===== src/rtl/alu_ripple.sv =====
module alu_ripple #(
  parameter int WIDTH = 32
) (
  input  logic [3:0]       op_i,
  input  logic [WIDTH-1:0] a_i,
  input  logic [WIDTH-1:0] b_i,
  output logic [WIDTH-1:0] res_o,
  output logic             zero_o,
  output logic             ovf_o
);
  localparam int MSB = WIDTH - 1;

  logic       inv_a, inv_b, known, arith;
  logic [1:0] pick;
  logic [WIDTH-1:0] raw;
  logic       ovf_raw;

  assign inv_a = op_i[3];
  assign inv_b = op_i[2];
  assign pick  = op_i[1:0];
  assign known = (op_i == 4'b0000) || (op_i == 4'b0001) || (op_i == 4'b0010) ||
                 (op_i == 4'b0110) || (op_i == 4'b0111) || (op_i == 4'b1100);
  assign arith = (op_i == 4'b0010) || (op_i == 4'b0110);

  always_comb begin
    logic [WIDTH:0]   cy;
    logic [WIDTH-1:0] ax, bx, sum;
    logic             lt;
    cy    = '0;
    cy[0] = inv_b;
    ax    = '0;
    bx    = '0;
    sum   = '0;
    for (int i = 0; i < WIDTH; i++) begin
      ax[i]   = a_i[i] ^ inv_a;
      bx[i]   = b_i[i] ^ inv_b;
      sum[i]  = ax[i] ^ bx[i] ^ cy[i];
      cy[i+1] = (ax[i] & bx[i]) | (cy[i] & (ax[i] ^ bx[i]));
    end
    ovf_raw = cy[MSB] ^ cy[WIDTH];
    lt      = sum[MSB] ^ ovf_raw;
    raw     = '0;
    for (int i = 0; i < WIDTH; i++) begin
      case (pick)
        2'b00:   raw[i] = ax[i] & bx[i];
        2'b01:   raw[i] = ax[i] | bx[i];
        2'b10:   raw[i] = sum[i];
        default: raw[i] = (i == 0) ? lt : 1'b0;
      endcase
    end
  end

  assign res_o  = known ? raw : '0;
  assign zero_o = known && (res_o == '0);
  assign ovf_o  = arith && ovf_raw;
endmodule


===== config.mk =====
export PLATFORM = sky130hd
export DESIGN_NAME = alu_ripple
export DESIGN_NICKNAME = d
export VERILOG_FILES = /design/src/rtl/alu_ripple.sv
export SDC_FILE = /design/constraint.sdc
export NUM_CORES = 1
export LEC_CHECK = 0
export ABC_AREA = 1
export BUFFER_PORTS_ARGS = -buffer_cell sky130_fd_sc_hd__buf_2
export CAP_MARGIN = 20
export CORE_MARGIN = 2
export CORE_UTILIZATION = 45
export DETAILED_ROUTE_END_ITERATION = 16
export GPL_TIMING_DRIVEN = 0
export PLACE_DENSITY = 0.83
export SKIP_LAST_GASP = 1
export SLEW_MARGIN = 25
export SYNTH_ARGS = -nofsm -noshare
export SYNTH_HDL_FRONTEND = slang
export SYNTH_SLANG_ARGS = --single-unit

===== constraint.sdc =====
create_clock -name vclk -period 16.1
set_input_delay 0 -clock vclk [all_inputs]
set_output_delay 0 -clock vclk [all_outputs]
set_load 0.02 [all_outputs]

# Word level (Yosys, flattened, before mapping)
# Index checks and enable logic that the tools add are counted.
[word_totals]
elab_cells = 309
latchBits = 0
ram_bits = 0
mem_count = 0
reg_bits = 0
mem_bits_ro = 0
in_bits = 68
[op_classes]
n_shift = 0
n_mux = 33
multipliers = 0
div = 0
bitwise = 258
reduce_logical = 11
n_eq_ne = 7
magnitude_cmp = 0
add_sub_neg = 0
[op_table]
columns = ["operator", "count"]
rows = [
  ["bitwise XOR 1 bit", 130],
  ["case mux 1 bit (3 select lines)", 32],
  ["AND 1 bit", 64],
  ["bitwise OR 1 bit", 64],
  ["logical NOT 32 bit", 1],
  ["2-to-1 mux 32 bit", 1],
  ["equality test 4 x 3 -> 1 bit (second input constant)", 2],
  ["logical OR 1 bit", 6],
  ["equality test 4 x 1 -> 1 bit (second input constant)", 1],
  ["equality test 4 x 2 -> 1 bit (second input constant)", 1],
  ["equality test 4 bit (second input constant)", 1],
  ["logical NOT 4 bit", 1],
  ["equality test 2 x 1 -> 1 bit (second input constant)", 1],
  ["equality test 2 bit (second input constant)", 1],
  ["logical AND 1 bit", 2],
  ["logical NOT 2 bit", 1],
]

# Longest topological paths before layout
# Gate-level depths: netlist of the first run.
[depth]
depth_word = 72
ltp_mapped = 46
ltp_nobuf = 45

# Worst setup path before layout of the first run
# OpenSTA, ideal clock, no wires.
[synth_timing]
path_kind = "in2out"
from = "in op_i[3]"
to = "out zero_o"
t_required_ns = 16.100
setup_slack_ns = 3.679
cell_stages = 46
path_buffers = 1
arrival_time_ns = 12.421
path_cell_list = "clkbuf_1 xor2_1 nand2_1 o21ai_0 fa_1 fa_1 fa_1 inv_1 fa_1 fa_1 fa_1 fa_1 fa_1 fa_1 fa_1 fa_1 fa_1 fa_1 [... 10 more ...] fa_1 fa_1 fa_1 fa_1 fa_1 inv_1 fa_1 fa_1 inv_1 fa_1 inv_1 nand2_1 nand3_1 o21ai_1 nand2_1 nor2_1 nand3_1 nor2_1"
[synth_via]
elab_chain_len = 72
elab_cells_between_ends = 272
[synth_lines]
columns = ["element", "line_no", "rtl"]
rows = [
  ["from (decl)", "4", "input logic [3:0] op_i,"],
  ["bitwise XOR 1 bit", "35", "ax[i] = a_i[i] ^ inv_a;"],
  ["bitwise XOR 1 bit", "37, 38", ""],
  ["AND 1 bit", "38", "cy[i+1] = (ax[i] & bx[i]) | (cy[i] & (ax[i] ^ bx[i]));"],
  ["bitwise OR 1 bit", "38", ""],
  ["AND 1 bit", "38", ""],
  ["bitwise OR 1 bit", "38", ""],
  ["AND 1 bit", "38", ""],
  ["bitwise OR 1 bit", "38", ""],
  ["[... 56 more ...]", "n/a", ""],
  ["AND 1 bit", "38", ""],
  ["bitwise OR 1 bit", "38", ""],
  ["bitwise XOR 1 bit", "40", "ovf_raw = cy[MSB] ^ cy[WIDTH];"],
  ["bitwise XOR 1 bit", "41", "lt = sum[MSB] ^ ovf_raw;"],
  ["case mux 1 bit (3 select lines)", "44", "case (pick)"],
  ["2-to-1 mux 32 bit", "53", "assign res_o = known ? raw : '0;"],
  ["logical NOT 32 bit", "54", "assign zero_o = known && (res_o == '0);"],
  ["logical AND 1 bit (*)", "54", ""],
  ["to (decl)", "8", "output logic zero_o,"],
]
# Every way passes the cells marked *; elsewhere a longest branch is shown, timed or not.

# Worst setup path in the final report of the first run
# Ends and elaborated chain as after synthesis.

==> results of run 1 <==
logic make-up after synthesis:
logic type                 synth area share
AOI/OAI and AO/OA                    0.0642
adders and majority gates             0.411
xor gates and xnor gates              0.162
buffers and inverters                 0.154
and+or+nand+nor                       0.209
final timing paths:
kind / startpoint / to / slack [ns] / cells past startpoint
worst max-delay path: op_i[3] / zero_o / 2.60 / 47
worst min-delay path: op_i[0] / res_o[13] / 0.53 / 5
through the flow:
step / hold WS (ns) / util / area (um^2) / power [W]
after floorplan: 0.278 / - / 3510 / 0.000123
after global placement: 0.490 / 0.540 / 4130 / 0.000160
after detailed placement: 0.509 / 0.540 / 4130 / 0.000170
after CTS: 0.509 / 0.540 / 4130 / 0.000171
after global routing: 0.557 / 0.540 / 4130 / 0.000195
final: 0.529 / 0.540 / 4130 / 0.000170
cell type report:
| cell class | count | area share |
|---|---|---|
| inverters | 116 | 0.106 |
| multi-input cells | 366 | 0.718 |
| repair buffers | 99 | 0.120 |
| plain buffers | 20 | 0.0251 |
| well taps | 102 | 0.0309 |
placed cells by master (no fill, tap or decap), drive strengths merged:
cell type / synthesis / layout
a31oi: 20 / 20
xnor2: 60 / 60
clkbuf: 3 / 3
or2: 13 / 13
buf: 17 / 116
nand3b: 6 / 6
nor3: 1 / 1
o211ai: 2 / 2
a21oi: 3 / 3
nand3: 36 / 36
inv: 116 / 116
nand2: 96 / 96
nor2: 14 / 14
xor2: 5 / 5
o21ai: 14 / 14
fa: 32 / 32
ha: 64 / 64
synth_stat cells, types with 5 or more instances:
cell and n:
xor2_1 5, xnor2_1 60, a31oi_1 20, nor2_1 11, o21ai_1 11, buf_2 14, nand3_1 36, fa_1 32
ha_1 64, or2_2 13, nand3b_1 6, inv_1 115, nand2_1 96
power by group through the flow:
stage	combinational (W)	clock [W]	sequential, W
after detailed placement	0.000170	0	0
final	0.000170	0	0
after global placement	0.000160	0	0
after floorplan	0.000123	0	0
after global routing	0.000195	0	0
after CTS	0.000171	0	0
routing by layer:
metal  track usage  vias to the layer above  routed length [um]
met1         0.269                     1596                3730
met5             0                        -                   0
met3        0.0106                       14                 585
met2         0.401                      143                4650
met4        0.0585                        0                 190
li1              -                     1682                   -
critical path, delay by kind of cell:
kind / cells / cell delay, ns
AOI/OAI and AO/OA: 2 / 0.28
and+or+nand+nor: 7 / 0.60
buffers and inverters: 6 / 0.74
xor gates and xnor gates: 1 / 0.29
adders and majority gates: 31 / 11.60
==> reports/qor.log, run 1 <==
qor: floorplan.rows 32
qor: yosys.post_synthesis_net_count 666
qor: sta.highest_attainable_clock_frequency 74.1 MHz
qor: critical_path.worst-endpoint-required 16.10 ns
qor: sta.final-setup-viol-count 0
qor: floorplan.floorplan.io_pins 102
qor: sta.worst-slew-pin-transition 0.515 ns
qor: drt.drt_iter0_drc 236
qor: sta.worst_relative_slew_slack 0.657
qor: power.p_seq_frac 0
qor: layout.n_antenna_cell 0
qor: layout.numSequentialCells 0
qor: layout.clockBufferCount 0
qor: critical_path.critPathMaxStageDelay 0.48 ns
qor: place.place.port_buffers 99
qor: critical_path.cp.arrival 13.50 ns
qor: power.p_leak 2.42 nW
qor: critical_path.crit_fanout 8
qor: yosys.ys.warnings.count 0
qor: layout.area_growth_syn_to_layout 17.8%
qor: layout.layout.area.seq 0 um^2
qor: yosys.seq_area_frac_synth 0
qor: place.post-place-cells 703
qor: min_path.hold_class in -> out
qor: place.preCtsSetupSlack 2.74 ns
qor: floorplan.fp.coreArea 7650 um^2
qor: critical_path.crit_path_frequent_cell fa_1
qor: global_route.largest_net_degree_at_the_start_of_global_routing 11
qor: drt.totalWireLength 9150 um
qor: drt.post-route-drc-count 0
qor: drt.routed_via_density 4.89
qor: layout.instances_no_fill 703
qor: sta.finalSetupTns 0 ns
qor: clocking.post_cts_resized 0
qor: floorplan.initial_utilization 0.459
qor: drt.antenna_left 0
qor: global_route.grt_pass1_vias 3373
qor: run.max-cap-violations 0
qor: critical_path.critPathLaunchType input port
qor: sta.min_period_over_period 0.838
qor: global_route.gr_util_all_layers 0.215
qor: sta.final_max_slew_viol_count 0
qor: yosys.synth_cell_type_count 21
qor: yosys.top_cells_by_area_synth ha_1 23%, fa_1 18%, xnor2_1 15%
qor: floorplan.width_of_the_die 92.3 um
qor: clocking.cts.hold.buffers_added 0
qor: power.p_per_area 41.2 nW/um^2
qor: drt.average_detailed_routed_wire_length_per_instance 13.0 um
qor: sta.grt_setup_unrepaired no
qor: global_route.grt_antenna_before_repair 0
qor: status.status finished, final reports clean
qor: sta.final-hold-violation-count 0
qor: power.power_switching_share 0.603
qor: power.sw_power 0.000103 W
qor: global_route.grt.overflow.total 0
qor: layout.multiInputGateArea 2970 um^2
qor: power.internal-power 0.0000675 W
qor: layout.design.final.nets 767
qor: floorplan.die_area 8520 um^2
qor: critical_path.critPathKind in -> out
qor: yosys.synth_top_cell_by_area ha_1
qor: layout.final_layout_size_suffix_gt1_frac 0.221
qor: place.finalWeightedCongestion 0.880
qor: yosys.synth_top_area_share 0.228
qor: layout.fillerInstances 731
qor: critical_path.worst_path_max_delay_cell fa_1
qor: drt.dr.pass1.iters 6
qor: yosys.syn_area 3510 um^2
qor: yosys.post_synth_inst_count 502
qor: global_route.wire_length_of_the_first_global_routing_pass 15000 um
qor: power.ir_worst_vdd 0.0000196 V
qor: drt.total_via_count_in_the_routed_design 3435
qor: place.post-dp-hpwl 7650 um
qor: floorplan.chipHeight 92.3 um
qor: sta.period_needed 13.50 ns
qor: power.share_clk_of_total_power 0
qor: clocking.post-cts-setup-buffer-count 0
qor: power.comb_power_share 1.000
qor: yosys.syn_area_per_cell 6.99 um^2
qor: sta.timing.final.ws_setup 2.60 ns
qor: critical_path.setup.worst_path.end_class output pin
Power figures use the tool's default switching activity.
==> run 2: changes to the inputs <==
--- a/config.mk
+++ b/config.mk
@@ -5,14 +5,14 @@
 export SDC_FILE = /design/constraint.sdc
 export NUM_CORES = 1
 export LEC_CHECK = 0
-export ABC_AREA = 1
+export ABC_AREA = 0
 export BUFFER_PORTS_ARGS = -buffer_cell sky130_fd_sc_hd__buf_2
 export CAP_MARGIN = 20
 export CORE_MARGIN = 2
 export CORE_UTILIZATION = 45
 export DETAILED_ROUTE_END_ITERATION = 16
 export GPL_TIMING_DRIVEN = 0
-export PLACE_DENSITY = 0.83
+export PLACE_DENSITY = 0.86
 export SKIP_LAST_GASP = 1
 export SLEW_MARGIN = 25
 export SYNTH_ARGS = -nofsm -noshare
==> constraint.sdc (replaced) <==
create_clock -name vclk -period 11.15
set_input_delay 0 -clock vclk [all_inputs]
set_output_delay 0 -clock vclk [all_outputs]
set_load 0.02 [all_outputs]
==> run 2 against run 1 <==
Effect of this change: the flow now finishes with violations (setup timing); critical path depth fell by 4; cell count fell by 9.8%; area after synthesis fell by 0.96%; sequential share of layout area did not move; combinational power rose by 63%; utilization rose by 4.9 points; critical endpoint unchanged; largest cell class unchanged.
==> reports/qor.log, run 2 <==
qor: power.share_clk_of_total_power 0 [unchanged]
qor: global_route.wire_length_of_the_first_global_routing_pass 15300 um [+2.2%]
qor: layout.area_growth_syn_to_layout 28.9%
qor: power.sw_power 0.000156 W [+52%]
qor: yosys.seq_area_frac_synth 0 [unchanged]
qor: global_route.grt.overflow.total 0 [unchanged]
qor: yosys.synth_top_area_share 0.230 [+0.00222]
qor: critical_path.setup.worst_path.end_class output pin
qor: sta.period_needed 11.96 ns
qor: layout.layout_commonest_cell buf_2
qor: critical_path.critPathMaxStageDelay 0.48 ns [about the same]
qor: floorplan.die_area 8440 um^2 [-0.92%]
qor: yosys.top_cells_by_area_synth ha_1 23%, fa_1 18%, xor2_1 15%
qor: yosys.synth.area.mux_share 0.0842 [+0.0842]
qor: sta.final-setup-viol-count 4 [+4]
qor: power.power_total 0.000277 W [+63%]
qor: min_path.hold_class in -> out
qor: layout.numSequentialCells 0 [unchanged]
qor: drt.routed_via_density 4.87 [-0.29%]
qor: global_route.grt_pass1_vias 3339 [-1.0%]
qor: place.place.port_buffers 100 [+1.0%]
qor: sta.timing.final.ws_setup -0.809 ns [-3.41 ns]
qor: critical_path.critPathLaunchType input port
qor: yosys.post_synthesis_net_count 581 [-13%]
qor: run.max-cap-violations 0 [unchanged]
qor: floorplan.width_of_the_die 91.9 um [-0.46%]
qor: power.ir_worst_vdd 0.0000355 V [+82%]
qor: yosys.ys.warnings.count 0 [unchanged]
qor: power.internal-power 0.000121 W [+80%]
qor: drt.drt_iter0_drc 79 [-67%]
qor: status.failing_checks setup timing
qor: layout.final_instance_area 4480 um^2 [+8.4%]
qor: yosys.yosys-top-cells-count 96 x inv_1, 64 x ha_1, 60 x xor2_1
qor: sta.highest_attainable_clock_frequency 83.6 MHz
qor: yosys.synth.most_common_cell inv_1
qor: place.post-dp-hpwl 7780 um [+1.6%]
qor: drt.totalWireLength 9500 um [+3.9%]
qor: global_route.grt_antenna_before_repair 0 [unchanged]
qor: drt.total_via_count_in_the_routed_design 3089 [-10%]
qor: floorplan.floorplan.io_pins 102 [unchanged]
qor: global_route.gr_util_all_layers 0.223 [+0.00749]
qor: critical_path.crit_path_frequent_cell fa_2
qor: yosys.syn_area_per_cell 8.34 um^2 [+19%]
qor: floorplan.initial_utilization 0.457 [-0.00203]
qor: floorplan.fp.coreArea 7610 um^2 [-0.52%]
qor: layout.clockBufferCount 0 [unchanged]
qor: yosys.fraction_of_the_mapped_netlist_area_in_compound_gates 0.0925 [+0.0283]
qor: critical_path.worst_path_max_delay_cell fa_1
qor: power.p_per_area 61.8 nW/um^2 [+50%]
qor: yosys.synth_top_cell_by_area ha_1
qor: sta.min_period_over_period 1.07
qor: yosys.synth_fa_ha_area_frac 0.415 [+0.00399]
qor: layout.most-common-layout-cells 100 x buf_2, 91 x inv_1, 64 x ha_1
qor: yosys.synth_cell_type_count 33 [+57%]
qor: power.p_seq_frac 0 [unchanged]
qor: place.post_dp_cell_area 4210 um^2 [+1.8%]
qor: drt.average_detailed_routed_wire_length_per_instance 15.0 um [+15%]
qor: power.power_switching_share 0.562 [-0.0412]
qor: sta.worst-slew-pin-transition 0.503 ns [-0.0120 ns]
qor: critical_path.crit_fanout 3 [-5]
qor: layout.layout.area.seq 0 um^2 [unchanged]
qor: drt.post-route-drc-count 0 [unchanged]
qor: floorplan.chipHeight 91.9 um [-0.46%]
qor: sta.final-hold-violation-count 0 [unchanged]
qor: power.p_leak 2.45 nW [+1.4%]
qor: sta.worst_relative_slew_slack 0.664 [+0.00685]
qor: sta.final_max_slew_viol_count 0 [unchanged]
qor: sta.grt_setup_unrepaired yes
qor: status.status finished, violations left
qor: yosys.main_combinational_cell_family_by_area_after_synthesis adder cells
qor: drt.dr.pass1.iters 4 [-2]
qor: yosys.simple_gate_fraction_of_synth_area 0.0904 [-0.118]
qor: layout.final_layout_size_suffix_gt1_frac 0.359 [+0.138]
qor: critical_path.worst-endpoint-required 11.15 ns [-4.95 ns]
qor: critical_path.critPathKind in -> out
qor: floorplan.rows 32 [unchanged]
qor: power.comb_power_share 1.000 [about the same]
qor: drt.antenna_left 0 [unchanged]
qor: yosys.syn_area 3480 um^2 [-0.96%]
qor: layout.n_antenna_cell 0 [unchanged]
qor: critical_path.cp.arrival 11.96 ns [-1.54 ns]
qor: yosys.post_synth_inst_count 417 [-17%]
qor: place.finalWeightedCongestion 0.880 [about the same]
qor: layout.design.final.nets 698 [-9.0%]
qor: global_route.largest_net_degree_at_the_start_of_global_routing 11 [unchanged]
qor: yosys.synth_xor_area_frac 0.166 [+0.00410]
==> run 2: worst paths after layout <==
| check | cells after the start | startpoint | end | slack [ns] |
|---|---|---|---|---|
| worst min-delay path | 6 | op_i[0] | res_o[29] | 0.62 |
| worst max-delay path | 43 | op_i[3] | zero_o | -0.81 |
==> run 2: cell families (layout without fill, tap and decap cells) <==
| kind of cell | count (synthesis) | after routing |
|---|---|---|
| xor gates and xnor gates | 66 | 66 |
| muxes | 28 | 28 |
| adders and majority gates | 96 | 96 |
| and+or+nand+nor | 65 | 65 |
| buffers and inverters | 118 | 233 |
| AOI/OAI and AO/OA | 44 | 44 |
==> run 2: layer usage <==
| metal | routed length [um] | up-vias | track usage |
|---|---|---|---|
| met5 | 0 | - | 0 |
| met4 | 151 | 0 | 0.0386 |
| met3 | 475 | 10 | 0.0140 |
| met2 | 5050 | 112 | 0.436 |
| met1 | 3830 | 1481 | 0.269 |
| li1 | - | 1486 | - |
==> run 2: worst max-delay path, delay by kind of cell <==
family / cells / cell delay (ns)
xor+xnor: 1 / 0.13
buf+inv: 7 / 0.62
compound gates: 2 / 0.41
simple gates: 2 / 0.34
fa+ha+maj: 31 / 10.43
==> run 2: cell type report <==
| class | count | area [um^2] |
|---|---|---|
| Tap cell | 102 | 128 |
| Inverter | 96 | 360 |
| Buffer | 21 | 216 |
| Timing Repair Buffer | 116 | 642 |
| Fill cell | 664 | 3130 |
| Multi-Input combinational cell | 299 | 3140 |
==> run 2: metrics by stage <==
| step | TNS (ns) | setup WS (ns) | hold WS, ns | utilization | std cells |
|---|---|---|---|---|---|
| 3_5_place_dp | -3.39 | -1.24 | 0.607 | 0.553 | 619 |
| 3_3_place_gp | -2.30 | -1.01 | 0.595 | 0.553 | 619 |
| 5_1_grt | -2.62 | -1.02 | 0.694 | 0.589 | 634 |
| 6_report | -1.64 | -0.809 | 0.616 | 0.589 | 634 |
| 4_1_cts | -2.53 | -0.931 | 0.607 | 0.590 | 638 |
| 2_1_floorplan | -0.142 | -0.142 | 0.414 | - | 417 |
==> run 2: what timing repair did <==
| item | CTS | global route |
|---|---|---|
| pin swaps | 6 | 5 |
| buffers inserted | 19 | 5 |
| hold endpoints to repair | 0 | 0 |
| setup endpoints to repair | 6 | 6 |
| gates resized for setup | 38 | 10 |
| gates cloned | 0 | 0 |
| hold buffers | 0 | 0 |
==> run 2: power groups by stage <==
| stage | Sequential [W] | Combinational, W | Clock, W |
|---|---|---|---|
| 5_1_grt | 0 | 0.000305 | 0 |
| 3_3_place_gp | 0 | 0.000235 | 0 |
| 4_1_cts | 0 | 0.000281 | 0 |
| 3_5_place_dp | 0 | 0.000256 | 0 |
| 6_report | 0 | 0.000277 | 0 |
| 2_1_floorplan | 0 | 0.000180 | 0 |
==> run 3: changes to the inputs <==
--- a/config.mk
+++ b/config.mk
@@ -13,6 +13,7 @@
 export DETAILED_ROUTE_END_ITERATION = 16
 export GPL_TIMING_DRIVEN = 0
 export PLACE_DENSITY = 0.86
+export SETUP_SLACK_MARGIN = 0.1
 export SKIP_LAST_GASP = 1
 export SLEW_MARGIN = 25
 export SYNTH_ARGS = -nofsm -noshare
==> run 3 against run 2 <==
Effect of this change: the flow still finishes with violations (setup timing); sequential cell count did not move; utilization rose by 0.35 points; routed wire length increased by 0.69%; setup slack about the same; combinational power increased by 2%; highest routed layer unchanged.
==> reports/qor.log, run 3 (same netlist as run 2, synthesis figures left out) <==
qor: power.ir_worst_vdd 0.0000356 V [+0.27%]
qor: sta.finalSetupTns -1.79 ns [-0.147 ns]
qor: floorplan.initial_utilization 0.457 [unchanged]
qor: critical_path.cp.arrival 11.96 ns [about the same]
qor: layout.layout_commonest_cell buf_2
qor: layout.clockBufferCount 0 [unchanged]
qor: global_route.wire_length_of_the_first_global_routing_pass 15300 um [unchanged]
qor: critical_path.crit_path_frequent_cell fa_2
qor: layout.final_core_utilization 0.593 [+0.00345]
qor: drt.antenna_left 0 [unchanged]
qor: layout.most-common-layout-cells 100 x buf_2, 91 x inv_1, 64 x ha_1
qor: sta.final.hold.worst_slack 0.612 ns [-0.00411 ns]
qor: critical_path.worst_setup_path_startpoint op_i[3]
qor: layout.design.final.nets 700 [+0.29%]
qor: sta.period_needed 11.96 ns [+0.000134 ns]
qor: drt.total_via_count_in_the_routed_design 3117 [+0.91%]
qor: critical_path.setup.worst_path.end_class output pin
qor: drt.drt_iter0_drc 82 [+3.8%]
qor: clocking.cts.hold.buffers_added 0 [unchanged]
qor: floorplan.rows 32 [unchanged]
qor: min_path.hold_class in -> out
qor: place.place.port_buffers 100 [unchanged]
qor: global_route.grt_antenna_before_repair 0 [unchanged]
qor: global_route.gr_util_all_layers 0.223 [unchanged]
qor: layout.final_layout_size_suffix_gt1_frac 0.363 [+0.00427]
qor: sta.final_max_slew_viol_count 0 [unchanged]
qor: critical_path.critPathMaxStageDelay 0.48 ns [about the same]
qor: floorplan.die_area 8440 um^2 [unchanged]
qor: place.preCtsSetupSlack -1.24 ns [unchanged]
qor: drt.average_detailed_routed_wire_length_per_instance 15.0 um [+0.38%]
qor: place.post-dp-hpwl 7780 um [unchanged]
qor: sta.min_period_over_period 1.07 [about the same]
qor: sta.worst_relative_slew_slack 0.664 [about the same]
qor: critical_path.worst-endpoint-required 11.15 ns [about the same]
qor: place.finalWeightedCongestion 0.880 [unchanged]
qor: drt.dr.pass1.iters 5 [+1]
qor: floorplan.chipHeight 91.9 um [unchanged]
qor: critical_path.crit_path_end zero_o
qor: critical_path.worst_path_max_delay_cell fa_1
qor: drt.routed_via_density 4.90 [+0.59%]
qor: run.max-cap-violations 0 [unchanged]
qor: power.p_leak 2.46 nW [+0.51%]
qor: drt.post-route-drc-count 0 [unchanged]
qor: layout.n_antenna_cell 0 [unchanged]
qor: sta.highest_attainable_clock_frequency 83.6 MHz [about the same]
qor: layout.multiInputGateArea 3140 um^2 [+0.12%]
qor: global_route.grt.overflow.total 0 [unchanged]
qor: power.power_total 0.000282 W [+1.8%]
qor: sta.final-hold-violation-count 0 [unchanged]
qor: layout.layout.area.seq 0 um^2 [unchanged]
qor: global_route.largest_net_degree_at_the_start_of_global_routing 11 [unchanged]
qor: floorplan.floorplan.io_pins 102 [unchanged]
qor: drt.totalWireLength 9570 um [+0.69%]
qor: status.failing_checks setup timing
qor: layout.fillerInstances 660 [-0.60%]
qor: sta.final-setup-viol-count 4 [unchanged]
qor: power.p_per_area 62.5 nW/um^2 [+1.2%]
qor: critical_path.crit_fanout 3 [unchanged]
qor: critical_path.critPathKind in -> out
qor: sta.worst-slew-pin-transition 0.502 ns [-0.000273 ns]
qor: critical_path.critPathLaunchType input port
qor: floorplan.width_of_the_die 91.9 um [unchanged]
qor: floorplan.fp.coreArea 7610 um^2 [unchanged]
qor: sta.grt_setup_unrepaired yes
qor: global_route.grt_pass1_vias 3339 [unchanged]
qor: status.status finished, violations left
qor: layout.numSequentialCells 0 [unchanged]
qor: sta.timing.final.ws_setup -0.809 ns [-0.000134 ns]
qor: layout.area_growth_syn_to_layout 29.7%
[run 3: final cells by class]
class | count | share of cell area
Multi-Input combinational cell | 299 | 0.696
Timing Repair Buffer | 118 | 0.147
Inverter | 96 | 0.0799
Buffer | 21 | 0.0480
Tap cell | 102 | 0.0283
[run 3: worst min-delay path by stage]
stage / endpoint / slack (ns) / cells past startpoint / start
final: res_o[29] / 0.61 / 6 / op_i[0]
after floorplan: ovf_o / 0.41 / 3 / op_i[3]
after global placement: res_o[29] / 0.60 / 6 / op_i[0]
after detailed placement: res_o[29] / 0.61 / 6 / op_i[0]
after global routing: res_o[29] / 0.65 / 6 / op_i[0]
after CTS: res_o[29] / 0.61 / 6 / op_i[0]
[run 3: power by group]
group | internal [W] | total (W) | switching [W]
Sequential | 0 | 0 | 0
Clock | 0 | 0 | 0
Combinational | 0.000124 | 0.000282 | 0.000157
[run 3: through the flow]
stage / cell area [um^2] / instances
6_report: 4510 / 636
5_1_grt: 4510 / 636
4_1_cts: 4490 / 638
3_5_place_dp: 4210 / 619
3_3_place_gp: 4210 / 619
2_1_floorplan: 3580 / 417
[run 3: what timing repair did]
item	4_1_cts	5_1_grt
hold endpoints to repair	0	0
buffers inserted	19	5
setup endpoints to repair	6	6
pin swaps	6	5
resized for setup	38	11
[run 3: per-layer routing]
metal,wire length [um],GRT usage,up-vias,share of wire
met5,0,0,-,0
li1,-,-,1491,-
met2,5050,0.436,127,0.53
met3,540,0.0140,16,0.056
met4,195,0.0386,0,0.020
met1,3790,0.269,1483,0.40
[run 3: critical path: cells and delay by family]
kind	cells	cell delay, ns
xor gates and xnor gates	1	0.13
adders and majority gates	31	10.44
buffers and inverters	7	0.62
and+or+nand+nor	2	0.35
AOI/OAI and AO/OA	2	0.40
